[config.mk]
export PLATFORM = sky130hd
export DESIGN_NAME = sig_strength_avg
export DESIGN_NICKNAME = d
export VERILOG_FILES = /design/src/rtl/sigavg_pkg.sv /design/src/rtl/sigavg_window.sv /design/src/rtl/sigavg_fill.sv /design/src/rtl/sig_strength_avg.sv
export SDC_FILE = /design/constraint.sdc
export NUM_CORES = 1
export LEC_CHECK = 0
export BUFFER_PORTS_ARGS = -buffer_cell sky130_fd_sc_hd__buf_2
export CORE_MARGIN = 4
export CORE_UTILIZATION = 65
export DETAILED_ROUTE_END_ITERATION = 10
export PLACE_DENSITY = 0.89
export SETUP_SLACK_MARGIN = 0.4
export SYNTH_ARGS = -nofsm -noshare
export SYNTH_HDL_FRONTEND = slang
export SYNTH_SLANG_ARGS = --single-unit
[constraint.sdc]
create_clock -name clk -period 6.7 [get_ports clk]
set_input_delay 0.67 -clock clk [delete_from_list [all_inputs] [get_ports clk]]
set_output_delay 0.67 -clock clk [all_outputs]
set_load 0.05 [all_outputs]
[src/rtl/sigavg_pkg.sv]
package sigavg_pkg;
  localparam int OUT_W = 8;

  // Clamp a signed value to the signed byte range.
  function automatic logic [OUT_W-1:0] clamp_byte(input logic signed [31:0] v);
    if (v > 32'sd127)       return 8'h7F;
    else if (v < -32'sd128) return 8'h80;
    else                    return v[OUT_W-1:0];
  endfunction
endpackage

[src/rtl/sigavg_window.sv]
module sigavg_window #(
  parameter int SAMPLE_W = 10,
  parameter int WIN_LOG2 = 3
) (
  input  logic                         clk,
  input  logic                         rst_n,
  input  logic                         clr,
  input  logic                         shift,
  input  logic [SAMPLE_W-1:0]          sample,
  output logic [SAMPLE_W+WIN_LOG2-1:0] sum_nxt
);
  localparam int WIN   = 1 << WIN_LOG2;
  localparam int SUM_W = SAMPLE_W + WIN_LOG2;

  logic [SAMPLE_W-1:0] hist_q [WIN];
  logic [SAMPLE_W-1:0] hist_d [WIN];
  logic [SUM_W-1:0]    sum_q;
  logic [SUM_W-1:0]    new_ext;
  logic [SUM_W-1:0]    old_ext;
  logic                hist_en;

  assign hist_en = clr | shift;
  assign new_ext = {{WIN_LOG2{sample[SAMPLE_W-1]}}, sample};
  assign old_ext = {{WIN_LOG2{hist_q[WIN-1][SAMPLE_W-1]}}, hist_q[WIN-1]};

  always_comb begin
    if (clr)        sum_nxt = '0;
    else if (shift) sum_nxt = sum_q + new_ext - old_ext;
    else            sum_nxt = sum_q;
  end

  for (genvar i = 0; i < WIN; i++) begin : g_stage
    if (i == 0) begin : g_head
      assign hist_d[i] = clr ? '0 : sample;
    end else begin : g_body
      assign hist_d[i] = clr ? '0 : hist_q[i-1];
    end

    always_ff @(posedge clk or negedge rst_n) begin
      if (!rst_n)       hist_q[i] <= '0;
      else if (hist_en) hist_q[i] <= hist_d[i];
    end
  end

  always_ff @(posedge clk or negedge rst_n) begin
    if (!rst_n) sum_q <= '0;
    else        sum_q <= sum_nxt;
  end
endmodule

[src/rtl/sigavg_fill.sv]
module sigavg_fill #(
  parameter int WIN_LOG2 = 3
) (
  input  logic clk,
  input  logic rst_n,
  input  logic clr,
  input  logic shift,
  output logic full_nxt,
  output logic full_q
);
  localparam int WIN   = 1 << WIN_LOG2;
  localparam int CNT_W = WIN_LOG2 + 1;

  logic [CNT_W-1:0] cnt_q;
  logic [CNT_W-1:0] cnt_d;

  always_comb begin
    cnt_d = cnt_q;
    if (clr)                                  cnt_d = '0;
    else if (shift && cnt_q != CNT_W'(WIN))   cnt_d = cnt_q + 1'b1;
    full_nxt = (cnt_d == CNT_W'(WIN));
  end

  always_ff @(posedge clk or negedge rst_n) begin
    if (!rst_n) begin
      cnt_q  <= '0;
      full_q <= 1'b0;
    end else begin
      cnt_q  <= cnt_d;
      full_q <= full_nxt;
    end
  end
endmodule

[src/rtl/sig_strength_avg.sv]
module sig_strength_avg
  import sigavg_pkg::*;
#(
  parameter int SAMPLE_W = 10,
  parameter int WIN_LOG2 = 3
) (
  input  logic                clk,
  input  logic                rst_n,
  input  logic                rx_en,
  input  logic                sym_stb,
  input  logic [SAMPLE_W-1:0] pwr_smp,
  output logic [7:0]          strength,
  output logic                strength_vld,
  input  logic                append_req,
  output logic [7:0]          app_byte,
  output logic                app_vld
);
  localparam int SUM_W = SAMPLE_W + WIN_LOG2;

  logic             rst_meta_n, rst_sync_n;
  logic             clr, shift, full_nxt;
  logic [SUM_W-1:0] sum_nxt;
  logic [SUM_W-1:0] avg;
  logic [7:0]       str_d, app_d;
  logic             str_en;

  always_ff @(posedge clk or negedge rst_n) begin
    if (!rst_n) begin
      rst_meta_n <= 1'b0;
      rst_sync_n <= 1'b0;
    end else begin
      rst_meta_n <= 1'b1;
      rst_sync_n <= rst_meta_n;
    end
  end

  assign clr   = ~rx_en;
  assign shift = rx_en & sym_stb;

  sigavg_window #(.SAMPLE_W(SAMPLE_W), .WIN_LOG2(WIN_LOG2)) u_window (
    .clk(clk), .rst_n(rst_sync_n), .clr(clr), .shift(shift),
    .sample(pwr_smp), .sum_nxt(sum_nxt)
  );

  sigavg_fill #(.WIN_LOG2(WIN_LOG2)) u_fill (
    .clk(clk), .rst_n(rst_sync_n), .clr(clr), .shift(shift),
    .full_nxt(full_nxt), .full_q(strength_vld)
  );

  assign avg = $signed(sum_nxt) >>> WIN_LOG2;

  always_comb begin
    str_en = clr | (shift & full_nxt);
    str_d  = clr ? 8'h00 : clamp_byte(32'(signed'(avg)));
    app_d  = strength_vld ? strength : 8'h80;
  end

  always_ff @(posedge clk or negedge rst_sync_n) begin
    if (!rst_sync_n)  strength <= 8'h00;
    else if (str_en)  strength <= str_d;
  end

  always_ff @(posedge clk or negedge rst_sync_n) begin
    if (!rst_sync_n) begin
      app_vld  <= 1'b0;
      app_byte <= 8'h00;
    end else begin
      app_vld <= append_req;
      if (append_req) app_byte <= app_d;
    end
  end
endmodule

==> run summary <==
The total number of vias came out at 4,098. The TritonCTS sink count came out at 117. Dividing the detail-routed wire length by the instance count gives 16.2 um. Setup slack on the worst reg-to-reg path comes out at 3.20 ns.

After global routing the overflow that remains totals 0. Overall power consumption after layout is estimated at 2.24 mW. The transition time at the pin with the least slew margin is 0.950 ns. Counting every net in the synthesized netlist gives 601. The root buffer cell is sky130_fd_sc_hd__clkbuf_8. The run finished with clean final reports. The number of DRC violations after detailed routing is 0. The largest vdd supply drop came out at approximately 0.22 mV. On the critical path the largest part of the delay comes from compound AO/OA/AOI/OAI gates. The last weighted congestion value of the routability-driven placer is 0.911. For this run, the leading register cell type out of synthesis is sky130_fd_sc_hd__dfrtp_1.

Yosys mapped a number of flops with a built-in enable equal to 0. The fraction of final layout cells sized beyond drive strength 1 is 13.4%. The cell area after synthesis is 5860 um2. The count of filler cells inserted in the layout is 544. The worst path arrival time is 3.86 ns. For this run, the number of Yosys warnings is 0. The count of TritonRoute iterations in the first routing pass came out at 5.

The area occupied by registers is 2930 um2. Leaving out fill and tap cells, the most frequent cells in the layout are 116 x sky130_fd_sc_hd__dfrtp_1, 101 x sky130_fd_sc_hd__nor2_1, 87 x sky130_fd_sc_hd__mux2i_1. The count of different cell masters after synthesis is 53. The post-synthesis area per instance came out at about 11 um2. The floorplan step set the die width to 103 um. The area taken by multi-input logic gates came out at 2570 um2. The maximum frequency from static timing analysis came out at around 0.29 GHz. The number of non-filler instances in the completed layout came out at between 700 and 800. The cell with the largest stage delay on the worst path is sky130_fd_sc_hd__fa_1. The final setup TNS came out at 0 ns. The floorplan die area came out at 10,600 um2.

The maximum single-stage delay on the critical path came out at around 0.52 ns. The number of global-route vias before repair came to around 4,300. Across the run, the number of max-cap violations was 0.

The vertical die dimension is 103 um. The number of diodes added for antenna fixing came out at 0. Setup repair after global routing left no endpoint under its margin. At the worst endpoint, the required time is 7.06 ns. The placed wire-length estimate after detailed placement came out at 7330 um.

The starting utilization of the core area is 66.9%. The sum of buffers and inverters on the critical path came out at 2. The post-route minimum period came out at approximately 3.5 ns.

The maximum number of pins on one net before global-route repair is between 70 and 80. The net count of the finished layout is 630. TritonCTS built the clock tree. For this run, the total global-route usage over all layers was measured as around a quarter. The number of buffers inserted during clock tree synthesis came out at 17. The clock reaches the later pin of the worst-skew pair after 0.51 ns. The iteration-0 DRC count of the detailed router came out at roughly 210. Once detail routing completed, the nets flagged for antenna violations numbered 0. The CTS clock-pin slew for the worst setup and hold paths came out at 0.06 ns.

The critical path endpoint category is a register. The critical path is of the register to register type. The worst pin sits at a relative slew slack of 35.8%. The critical path goes through inv_1 > fa_1 > inv_1 > ha_1 > a21oi_1 > o21a_1 > a21boi_0 > nor4_1 > mux2_2 > o21ai_0 > o211ai_1. The power density of the placed cells is 336 nW/um2. The signed area change from the synthesized netlist to the final layout came out at 14.0%. The final count of negative-setup-slack endpoints is 0. The total length of routed wires is 11,500 um. The number of placement rows came out at 34. The final hold slack came out at 0.362 ns. The standby leakage power came out at 3.49 nW. The worst setup skew after layout is 0.00944 ns. The area of the core came out at 8760 um2. Port buffering added 32 buffers.

The number of hold violations in the final report is 0. The number of antenna violations at the first check in global routing is 0. The number of post-CTS setup repair buffers came out at 0.

The critical path startpoint category is a register. The number of storage elements in the synthesis netlist is 117. The proportion of synthesized flip-flops having asynchronous set or reset came out at between 90% and 100%. The post-placement cell count is 675.

The instance count of the mapped netlist came out at 558. The deepest level of the CTS H-tree is 4. Counting stages on the worst path, the most repeated cell is sky130_fd_sc_hd__inv_1.

The boundary pin count came out at 33. In the routed layout, each cell is associated on average with a via count of 5.80. Dividing the final minimum period by the clock period gives between 50% and 60%.

The path class of the tightest hold or removal check is register to register. The first-pass GRT wire length came out at slightly below 20,000 um. The number of buffers between clock root and the deepest sink came out at 2. The library cell used most frequently in the layout, excluding fill and tap cells, is sky130_fd_sc_hd__dfrtp_1.

The final count of pins violating max slew came out at 0. In this run the worst path has a maximum fanout of 5. The part of the Yosys area used for sequential elements is 50.0%.
[metal layers]
layer	global-route usage, %	vias to the layer above	part of all wire [%]
li1	-	1917	-
met5	0	-	0
met2	40.3	117	52
met1	29.4	2042	42
met3	6.50	22	4.7
met4	7.67	0	1.6
[report_power, final]
group	switching [mW]	internal, mW
Clock	0.316	0.586
Combinational	0.341	0.230
Sequential	0.0271	0.742
Total	0.685	1.56
[path summary, 6_finish.rpt]
kind                                        startpoint                         endpoint  cells past startpoint
setup / recovery           u_window.sum_q[4]$_DFF_PN0_          strength[3]$_DFFE_PN0P_                     11
min in group asynchronous         rst_sync_n$_DFF_PN0_  u_window.hist_q[55]$_DFFE_PN0P_                      0
max in group asynchronous         rst_sync_n$_DFF_PN0_  u_window.hist_q[57]$_DFFE_PN0P_                      1
hold reg to reg                   rst_meta_n$_DFF_PN0_             rst_sync_n$_DFF_PN0_                      0
hold / removal                    rst_meta_n$_DFF_PN0_             rst_sync_n$_DFF_PN0_                      0
setup reg to reg           u_window.sum_q[4]$_DFF_PN0_          strength[3]$_DFFE_PN0P_                     11
[logic make-up after synthesis]
| family | after synthesis | share of synthesized area [%] |
|---|---|---|
| buf+inv | 92 | 6.11 |
| other cells | 1 | 0.0640 |
| mux | 88 | 15.1 |
| compound gates | 65 | 7.51 |
| fa+ha+maj | 28 | 7.51 |
| xor+xnor | 11 | 1.64 |
| simple gates | 156 | 12.1 |
| flops | 117 | 50.0 |
[worst register-to-register path, stage by stage, from the launching register on]
cell and delay (ns):
sky130_fd_sc_hd__dfrtp_1 0.38, sky130_fd_sc_hd__inv_1 0.09, sky130_fd_sc_hd__fa_1 0.52, sky130_fd_sc_hd__inv_1 0.05
sky130_fd_sc_hd__ha_1 0.34, sky130_fd_sc_hd__a21oi_1 0.24, sky130_fd_sc_hd__o21a_1 0.19, sky130_fd_sc_hd__a21boi_0 0.11
sky130_fd_sc_hd__nor4_1 0.43, sky130_fd_sc_hd__mux2_2 0.44, sky130_fd_sc_hd__o21ai_0 0.38, sky130_fd_sc_hd__o211ai_1 0.17
[synth_stat cells, types with 2 or more instances]
| library cell | count | area share, % |
|---|---|---|
| sky130_fd_sc_hd__a31oi_1 | 4 | 0.43 |
| sky130_fd_sc_hd__clkbuf_1 | 16 | 1.0 |
| sky130_fd_sc_hd__o21ai_0 | 15 | 1.3 |
| sky130_fd_sc_hd__nor3b_1 | 2 | 0.26 |
| sky130_fd_sc_hd__a21oi_1 | 15 | 1.3 |
| sky130_fd_sc_hd__dfrtp_1 | 117 | 50 |
| sky130_fd_sc_hd__inv_1 | 66 | 4.2 |
| sky130_fd_sc_hd__nand2_2 | 2 | 0.21 |
| sky130_fd_sc_hd__mux2i_1 | 87 | 15 |
| sky130_fd_sc_hd__a211oi_1 | 2 | 0.26 |
| sky130_fd_sc_hd__a31o_2 | 2 | 0.30 |
| sky130_fd_sc_hd__or2_2 | 3 | 0.32 |
| sky130_fd_sc_hd__a221o_1 | 2 | 0.34 |
| sky130_fd_sc_hd__or3_1 | 3 | 0.32 |
| sky130_fd_sc_hd__xnor2_1 | 7 | 1.0 |
| sky130_fd_sc_hd__nand2b_1 | 3 | 0.32 |
| sky130_fd_sc_hd__a211o_1 | 3 | 0.45 |
| sky130_fd_sc_hd__nand2_1 | 6 | 0.38 |
| sky130_fd_sc_hd__xor2_1 | 4 | 0.60 |
| sky130_fd_sc_hd__nor2b_1 | 2 | 0.21 |
| sky130_fd_sc_hd__nand3_1 | 19 | 1.6 |
| sky130_fd_sc_hd__o211ai_1 | 6 | 0.77 |
| sky130_fd_sc_hd__a21o_1 | 4 | 0.51 |
| sky130_fd_sc_hd__o31ai_1 | 2 | 0.26 |
| sky130_fd_sc_hd__fa_1 | 12 | 4.1 |
| sky130_fd_sc_hd__ha_1 | 16 | 3.4 |
| sky130_fd_sc_hd__o21a_1 | 2 | 0.26 |
| sky130_fd_sc_hd__and3_1 | 4 | 0.43 |
| sky130_fd_sc_hd__buf_2 | 4 | 0.34 |
| sky130_fd_sc_hd__buf_1 | 5 | 0.32 |
| sky130_fd_sc_hd__nor2_1 | 101 | 6.5 |
[flip-flops by register name, summed over array words and instances (netlist names)]
signal / flops
u_window.sum_q: 13
app_vld: 1
rst_sync_n: 1
strength: 8
u_window.hist_q: 80
rst_meta_n: 1
u_fill.cnt_q: 4
u_fill.full_q: 1
app_byte: 8
[layout make-up]
cell class                      count  area share (%)
Clock buffer                       20            6.67
Clock inverter                     11            2.27
Inverter                           66            3.71
Multi-Input combinational cell    349            38.5
Sequential cell                   117            43.9
Tap cell                          108            2.02
Timing Repair Buffer               36            2.92
[timing repair]
item / CTS / global route
hold buffers: 1 / 0
endpoints found under the hold margin: 2 / 0
resized for setup: 0 / 0
[through the flow]
stage                     util (%)  setup slack, ns  area [um2]
after global placement        69.3             3.05        6070
after CTS                     76.2             3.24        6680
after global routing          76.2             2.95        6680
after detailed placement      69.3             2.92        6070
final                         76.2             3.20        6680
after floorplan                  -             3.20        5860
Power figures use the tool's default switching activity.
